$ cat src/rtl/pport_pkg.sv
package pport_pkg;

    localparam int PP_DW       = 8;
    localparam int PP_SYNC_STG = 2;

    typedef enum logic [1:0] {
        PS_IDLE  = 2'd0,
        PS_WRITE = 2'd1,
        PS_READ  = 2'd2
    } pp_state_e;

    typedef struct packed {
        logic cs_n;
        logic rd_n;
        logic wr_n;
    } pp_strobe_t;

    typedef struct packed {
        logic wr_done;
        logic rd_done;
        logic rd_busy;
    } pp_event_t;

    // write request: select and write strobe both low
    function automatic logic pp_wr_req(pp_strobe_t s);
        return !s.cs_n && !s.wr_n;
    endfunction

    // read request: select and read strobe low, write not competing
    function automatic logic pp_rd_req(pp_strobe_t s);
        return !s.cs_n && !s.rd_n && s.wr_n;
    endfunction

    // read stays open while select and read strobe are low
    function automatic logic pp_rd_hold(pp_strobe_t s);
        return !s.cs_n && !s.rd_n;
    endfunction

endpackage

$ cat src/rtl/pport_sync.sv
module pport_sync #(
    parameter int              W       = 1,
    parameter int              STAGES  = 2,
    parameter logic [W-1:0]    RST_VAL = '0
) (
    input  logic         clk,
    input  logic         rst,
    input  logic [W-1:0] d,
    output logic [W-1:0] q
);
    logic [STAGES-1:0][W-1:0] chain;

    always_ff @(posedge clk) begin
        if (rst) begin
            for (int i = 0; i < STAGES; i++) chain[i] <= RST_VAL;
        end else begin
            chain[0] <= d;
            for (int i = 1; i < STAGES; i++) chain[i] <= chain[i-1];
        end
    end

    assign q = chain[STAGES-1];
endmodule

$ cat src/rtl/pport_ctrl.sv
module pport_ctrl
    import pport_pkg::*;
#(
    parameter int DW = PP_DW
) (
    input  logic          clk,
    input  logic          rst,
    input  logic          active,
    input  pp_strobe_t    strb,
    input  logic [DW-1:0] din,
    output pp_event_t     ev,
    output logic [DW-1:0] cap
);
    pp_state_e state;

    always_ff @(posedge clk) begin
        if (rst) begin
            state <= PS_IDLE;
            cap   <= '0;
        end else if (!active) begin
            state <= PS_IDLE;
        end else begin
            unique case (state)
                PS_IDLE: begin
                    if (pp_wr_req(strb)) begin
                        state <= PS_WRITE;
                        cap   <= din;
                    end else if (pp_rd_req(strb)) begin
                        state <= PS_READ;
                    end
                end
                PS_WRITE: begin
                    if (pp_wr_req(strb)) cap   <= din;
                    else                 state <= PS_IDLE;
                end
                PS_READ: begin
                    if (!pp_rd_hold(strb)) state <= PS_IDLE;
                end
                default: state <= PS_IDLE;
            endcase
        end
    end

    always_comb begin
        ev.wr_done = active && (state == PS_WRITE) && !pp_wr_req(strb);
        ev.rd_done = active && (state == PS_READ)  && !pp_rd_hold(strb);
        ev.rd_busy = (state == PS_READ);
    end
endmodule

$ cat src/rtl/pport_flags.sv
module pport_flags
    import pport_pkg::*;
(
    input  logic      clk,
    input  logic      rst,
    input  pp_event_t ev,
    input  logic      host_wr,
    input  logic      host_rd,
    input  logic      irq_clr,
    output logic      ibf,
    output logic      obf,
    output logic      irq
);
    always_ff @(posedge clk) begin
        if (rst) begin
            ibf <= 1'b0;
            obf <= 1'b0;
            irq <= 1'b0;
        end else begin
            if (ev.wr_done)    ibf <= 1'b1;
            else if (host_rd)  ibf <= 1'b0;

            if (ev.rd_done)                     obf <= 1'b0;
            else if (host_wr && !ev.rd_busy)    obf <= 1'b1;

            if (ev.wr_done || ev.rd_done) irq <= 1'b1;
            else if (irq_clr)             irq <= 1'b0;
        end
    end
endmodule

$ cat src/rtl/pport_slave.sv
module pport_slave
    import pport_pkg::*;
#(
    parameter int DW      = PP_DW,
    parameter int SYNC_ST = PP_SYNC_STG
) (
    input  logic          clk,
    input  logic          rst,
    input  logic          port_en,
    input  logic          pwm_multi,
    input  logic          ext_cs_n,
    input  logic          ext_rd_n,
    input  logic          ext_wr_n,
    input  logic [DW-1:0] bus_in,
    output logic [DW-1:0] bus_out,
    output logic          bus_oe,
    input  logic          host_wr,
    input  logic [DW-1:0] host_wdata,
    input  logic          host_rd,
    input  logic          irq_clr,
    output logic [DW-1:0] latch_q,
    output logic          in_full,
    output logic          out_full,
    output logic          irq_flag
);
    localparam int SW = $bits(pp_strobe_t);

    pp_strobe_t    strb_raw, strb_s;
    logic [DW-1:0] din_s, cap;
    pp_event_t     ev;
    logic [DW-1:0] latch;
    logic          active;

    assign strb_raw = '{cs_n: ext_cs_n, rd_n: ext_rd_n, wr_n: ext_wr_n};
    assign active   = port_en && !pwm_multi;

    pport_sync #(.W(SW), .STAGES(SYNC_ST), .RST_VAL({SW{1'b1}})) u_sync_strb (
        .clk(clk), .rst(rst), .d(strb_raw), .q(strb_s)
    );

    pport_sync #(.W(DW), .STAGES(SYNC_ST), .RST_VAL('0)) u_sync_data (
        .clk(clk), .rst(rst), .d(bus_in), .q(din_s)
    );

    pport_ctrl #(.DW(DW)) u_ctrl (
        .clk(clk), .rst(rst), .active(active), .strb(strb_s),
        .din(din_s), .ev(ev), .cap(cap)
    );

    pport_flags u_flags (
        .clk(clk), .rst(rst), .ev(ev), .host_wr(host_wr),
        .host_rd(host_rd), .irq_clr(irq_clr),
        .ibf(in_full), .obf(out_full), .irq(irq_flag)
    );

    always_ff @(posedge clk) begin
        if (rst)             latch <= '0;
        else if (host_wr)    latch <= host_wdata;
        else if (ev.wr_done) latch <= cap;
    end

    assign latch_q = latch;
    assign bus_out = latch;
    assign bus_oe  = ev.rd_busy;
endmodule

$ cat config.mk
export PLATFORM = sky130hd
export DESIGN_NAME = pport_slave
export DESIGN_NICKNAME = d
export VERILOG_FILES = /design/src/rtl/pport_pkg.sv /design/src/rtl/pport_sync.sv /design/src/rtl/pport_ctrl.sv /design/src/rtl/pport_flags.sv /design/src/rtl/pport_slave.sv
export SDC_FILE = /design/constraint.sdc
export NUM_CORES = 1
export LEC_CHECK = 0
export ABC_AREA = 1
export BUFFER_PORTS_ARGS = -buffer_cell sky130_fd_sc_hd__buf_2
export CAP_MARGIN = 40
export CELL_PAD_IN_SITES_DETAIL_PLACEMENT = 0
export CELL_PAD_IN_SITES_GLOBAL_PLACEMENT = 2
export CORE_AREA = 2 2 77 79
export CTS_CLUSTER_DIAMETER = 200
export CTS_CLUSTER_SIZE = 40
export DETAILED_ROUTE_END_ITERATION = 16
export DIE_AREA = 0 0 79 81
export GPL_TIMING_DRIVEN = 0
export PLACE_DENSITY = 0.79
export SLEW_MARGIN = 30
export SYNTH_ARGS = -nofsm -noshare
export SYNTH_HDL_FRONTEND = slang
export SYNTH_SLANG_ARGS = --single-unit
$ cat constraint.sdc
create_clock -name clk -period 2.45 [get_ports clk]
set_clock_uncertainty 0.2 [all_clocks]
set_input_delay 0.1225 -clock clk [delete_from_list [all_inputs] [get_ports clk]]
set_output_delay 0.1225 -clock clk [all_outputs]
set_load 0.03 [all_outputs]
==> results.sh <==
export IMPL_p_per_area_nw_per_um2=591
export IMPL_finalPower_mw=1.36
export IMPL_path_clk_slew_ns=0.09
export IMPL_post_dp_hpwl_um=2290
export IMPL_drv_cap=0
export IMPL_r2r_end="u_ctrl.cap[2]$_SDFFE_PP0P_"
export IMPL_yosysUniqueCellTypes=20
export IMPL_arrival_ns=1.66
export IMPL_async_flop_share_pct=0
export IMPL_critPathRequiredTime_ns=2.49
export IMPL_grt_ovfl_total=0
export IMPL_yosysSeqAreaShare_pct=53.7
export IMPL_hold_start="host_wr"
export IMPL_worst_pin_slew_ns=0.515
export IMPL_dr_pass1_iters=4
export IMPL_grt_max_degree=17
export IMPL_portBuffers=44
export IMPL_synth_edf_count=0
export IMPL_netlist_top_cells_count="dfxtp_1 (43), nand2_1 (36), nor2_1 (35)"
export IMPL_grt_pass1_vias=1187
export IMPL_slew_headroom_pct=65.7
export IMPL_post_cts_setup_buffers=0
export IMPL_status="finished, final reports clean"
export IMPL_synthCells=200
export IMPL_drive_gt1_share_pct=28.1
export IMPL_cpPeakStageDelay_ns=0.58
export IMPL_vias=1353
export IMPL_min_to="bus_out[4]$_SDFFE_PP0P_"
export IMPL_floorplan_initialDensity_pct=28.2
export IMPL_cts_buffer_depth=2
export IMPL_slowest_stage="dlygate4sd3_1"
export IMPL_clock_sinks=43
export IMPL_grt_usage_pct=10.8
export IMPL_synth_top_area_cell="dfxtp_1"
export IMPL_crit_path_frequent_cell="dlygate4sd3_1"
export IMPL_clk_latency_ns=0.30
export IMPL_antenna_found_initial=0
export IMPL_ant_nets=0
export IMPL_viasPerCell=3.80
export IMPL_slew_violations=0
export IMPL_tns_ns=0
export IMPL_power_leakage_nw=1.15
export IMPL_drc_errors=0
export IMPL_syn_num_nets=226
export IMPL_netlist_top_cells_area="dfxtp_1 (54%), nand2_1 (8.4%), nor2_1 (8.2%)"
export IMPL_dieArea_sq_um=6400
export IMPL_rsz0062_at_grt="false"
export IMPL_cts_root_buffer_cell="clkbuf_8"
export IMPL_die_w_um=79
export IMPL_core_sq_um=5680
export IMPL_detail_route_wl_per_cell_um=9.11
export IMPL_min_path_type="primary input to flip-flop"
export IMPL_nNetsFinal=306
export IMPL_grt_first_pass_wirelength_um=5380
export IMPL_min_period_ns=1.62
export IMPL_worstSetupStartpointType="primary input"
export IMPL_rows=28
export IMPL_synth_area_sq_um=1600
export IMPL_die_h_um=81
export IMPL_r2r_slack_ns=1.10
export IMPL_r2r_cells=6
export IMPL_syn_area_per_cell_sq_um=8.01
export IMPL_pin_count=46
export IMPL_drtIter0Drc=43
export IMPL_cts_buffers=5
export IMPL_synth_warnings=0
export IMPL_ys_ff_latch=43
export IMPL_critical_path_peak_fanout=5
export IMPL_htree_levels=2
export IMPL_max_vdd_ir_drop_mv=0.302
export IMPL_hold_path_depth=5
export IMPL_rr_startpoint="u_ctrl.state[1]$_SDFFE_PP0P_"
export IMPL_diodes=0
export IMPL_synth_top_area_share_pct=53.7
export IMPL_worstPathCellList="dlygate4sd3_1, buf_2, nor2_4, dlygate4sd3_1, nand2_1, nor2_1"
export IMPL_synth_most_common_cell="dfxtp_1"
export IMPL_areaGrowthSynthToFinish_pct=43.6
export IMPL_period_share_pct=66.0
export IMPL_path_class="primary input to flip-flop"
export IMPL_globalplace_congestion=0.715
export IMPL_fmax_mhz=619
export IMPL_synth_main_ff_cell="dfxtp_1"
export IMPL_cts_tree="done"
export IMPL_finalSetupViolCount=0
export IMPL_wl_um=3240
export IMPL_end_kind="flip-flop"
export IMPL_hold_viol=0
area by class of cell:
class,instances,area (sq um)
clock buffer,5,68.8
buffer,15,109
fill,631,3370
inverter,28,110
multi-input combinational,114,523
clock inverter,3,26.3
sequential,43,861
timing repair buffer,73,510
tap,75,93.8
sequential cells by signal, indices dropped and copies added, names as in the netlist:
name	cells
bus_out	8
u_ctrl.cap	8
u_ctrl.state	2
u_flags.ibf	1
u_flags.irq	1
u_flags.obf	1
u_sync_data.chain	8
u_sync_data.q	8
u_sync_strb.chain	3
u_sync_strb.q	3
how the worst max path moves through the flow:
stage,startpoint,end,slack (ns)
2_1_floorplan,u_ctrl.state[1]$_SDFFE_PP0P_,u_flags.obf$_SDFFE_PP0P_,0.96
3_3_place_gp,u_ctrl.state[1]$_SDFFE_PP0P_,u_ctrl.cap[0]$_SDFFE_PP0P_,1.08
3_5_place_dp,u_ctrl.state[1]$_SDFFE_PP0P_,u_ctrl.cap[2]$_SDFFE_PP0P_,1.11
4_1_cts,pwm_multi,u_ctrl.state[0]$_SDFFE_PP0P_,0.84
5_1_grt,pwm_multi,u_ctrl.state[0]$_SDFFE_PP0P_,0.79
6_report,pwm_multi,u_ctrl.state[0]$_SDFFE_PP0P_,0.83
kinds of logic (layout without fill, tap and decap cells):
| logic type | after synthesis | count (layout) | synth area share [%] |
|---|---|---|---|
| AOI/OAI and AO/OA | 19 | 19 | 6.71 |
| DFF | 43 | 43 | 53.7 |
| buffers and inverters | 43 | 124 | 13.7 |
| and+or+nand+nor | 95 | 95 | 25.9 |
layout by cell type (no fill, tap or decap):
cell and n:
a21oi_1 9, dlygate4sd3_1 29, buf_2 44, nand3_1 11
nand2_2 1, inv_1 25, or2_2 7, dfxtp_1 43
nor3_1 1, inv_2 2, inv_6 3, o21ai_0 8
buf_6 3, o211ai_2 1, nor2_4 2, nand3_2 1
nor2_1 35, buf_4 8, nand2_1 36, clkbuf_1 4
o211a_1 1, clkbuf_8 5, nor2_2 1, clkinv_4 1
metrics by stage:
step	setup WS [ns]	hold WS [ns]	util (%)	instance area [sq um]	cells
after global placement	1.08	0.108	33.8	1920	319
after floorplan	0.959	0.0263	-	1600	200
final	0.834	0.00192	40.6	2300	356
after detailed placement	1.11	0.107	33.8	1920	319
after global routing	0.792	0.0302	40.6	2300	356
after CTS	0.837	0.00353	40.6	2300	356
what timing repair did:
action,CTS,global route
gates resized for setup,0,0
endpoints found under the hold margin,24,0
hold buffers,29,0
layer usage:
| metal | vias up | track usage (%) | wire, um |
|---|---|---|---|
| li1 | 754 | - | - |
| met2 | 28 | 17.8 | 1500 |
| met3 | 6 | 3.33 | 160 |
| met1 | 565 | 13.3 | 1530 |
| met5 | - | 0 | 0 |
| met4 | 0 | 4.14 | 60 |
power breakdown:
group,switching [mW],leakage (nW),internal [mW]
Sequential,0.00829,0.353,0.722
Clock,0.265,0.0491,0.210
Combinational,0.0762,0.744,0.0796
Total,0.350,1.15,1.01
worst max-delay path: cells and delay by family:
family,cells,cell delay [ns]
buf+inv,3,1.24
simple gates,3,0.29
No activity file was read; power rests on OpenSTA's default activity.
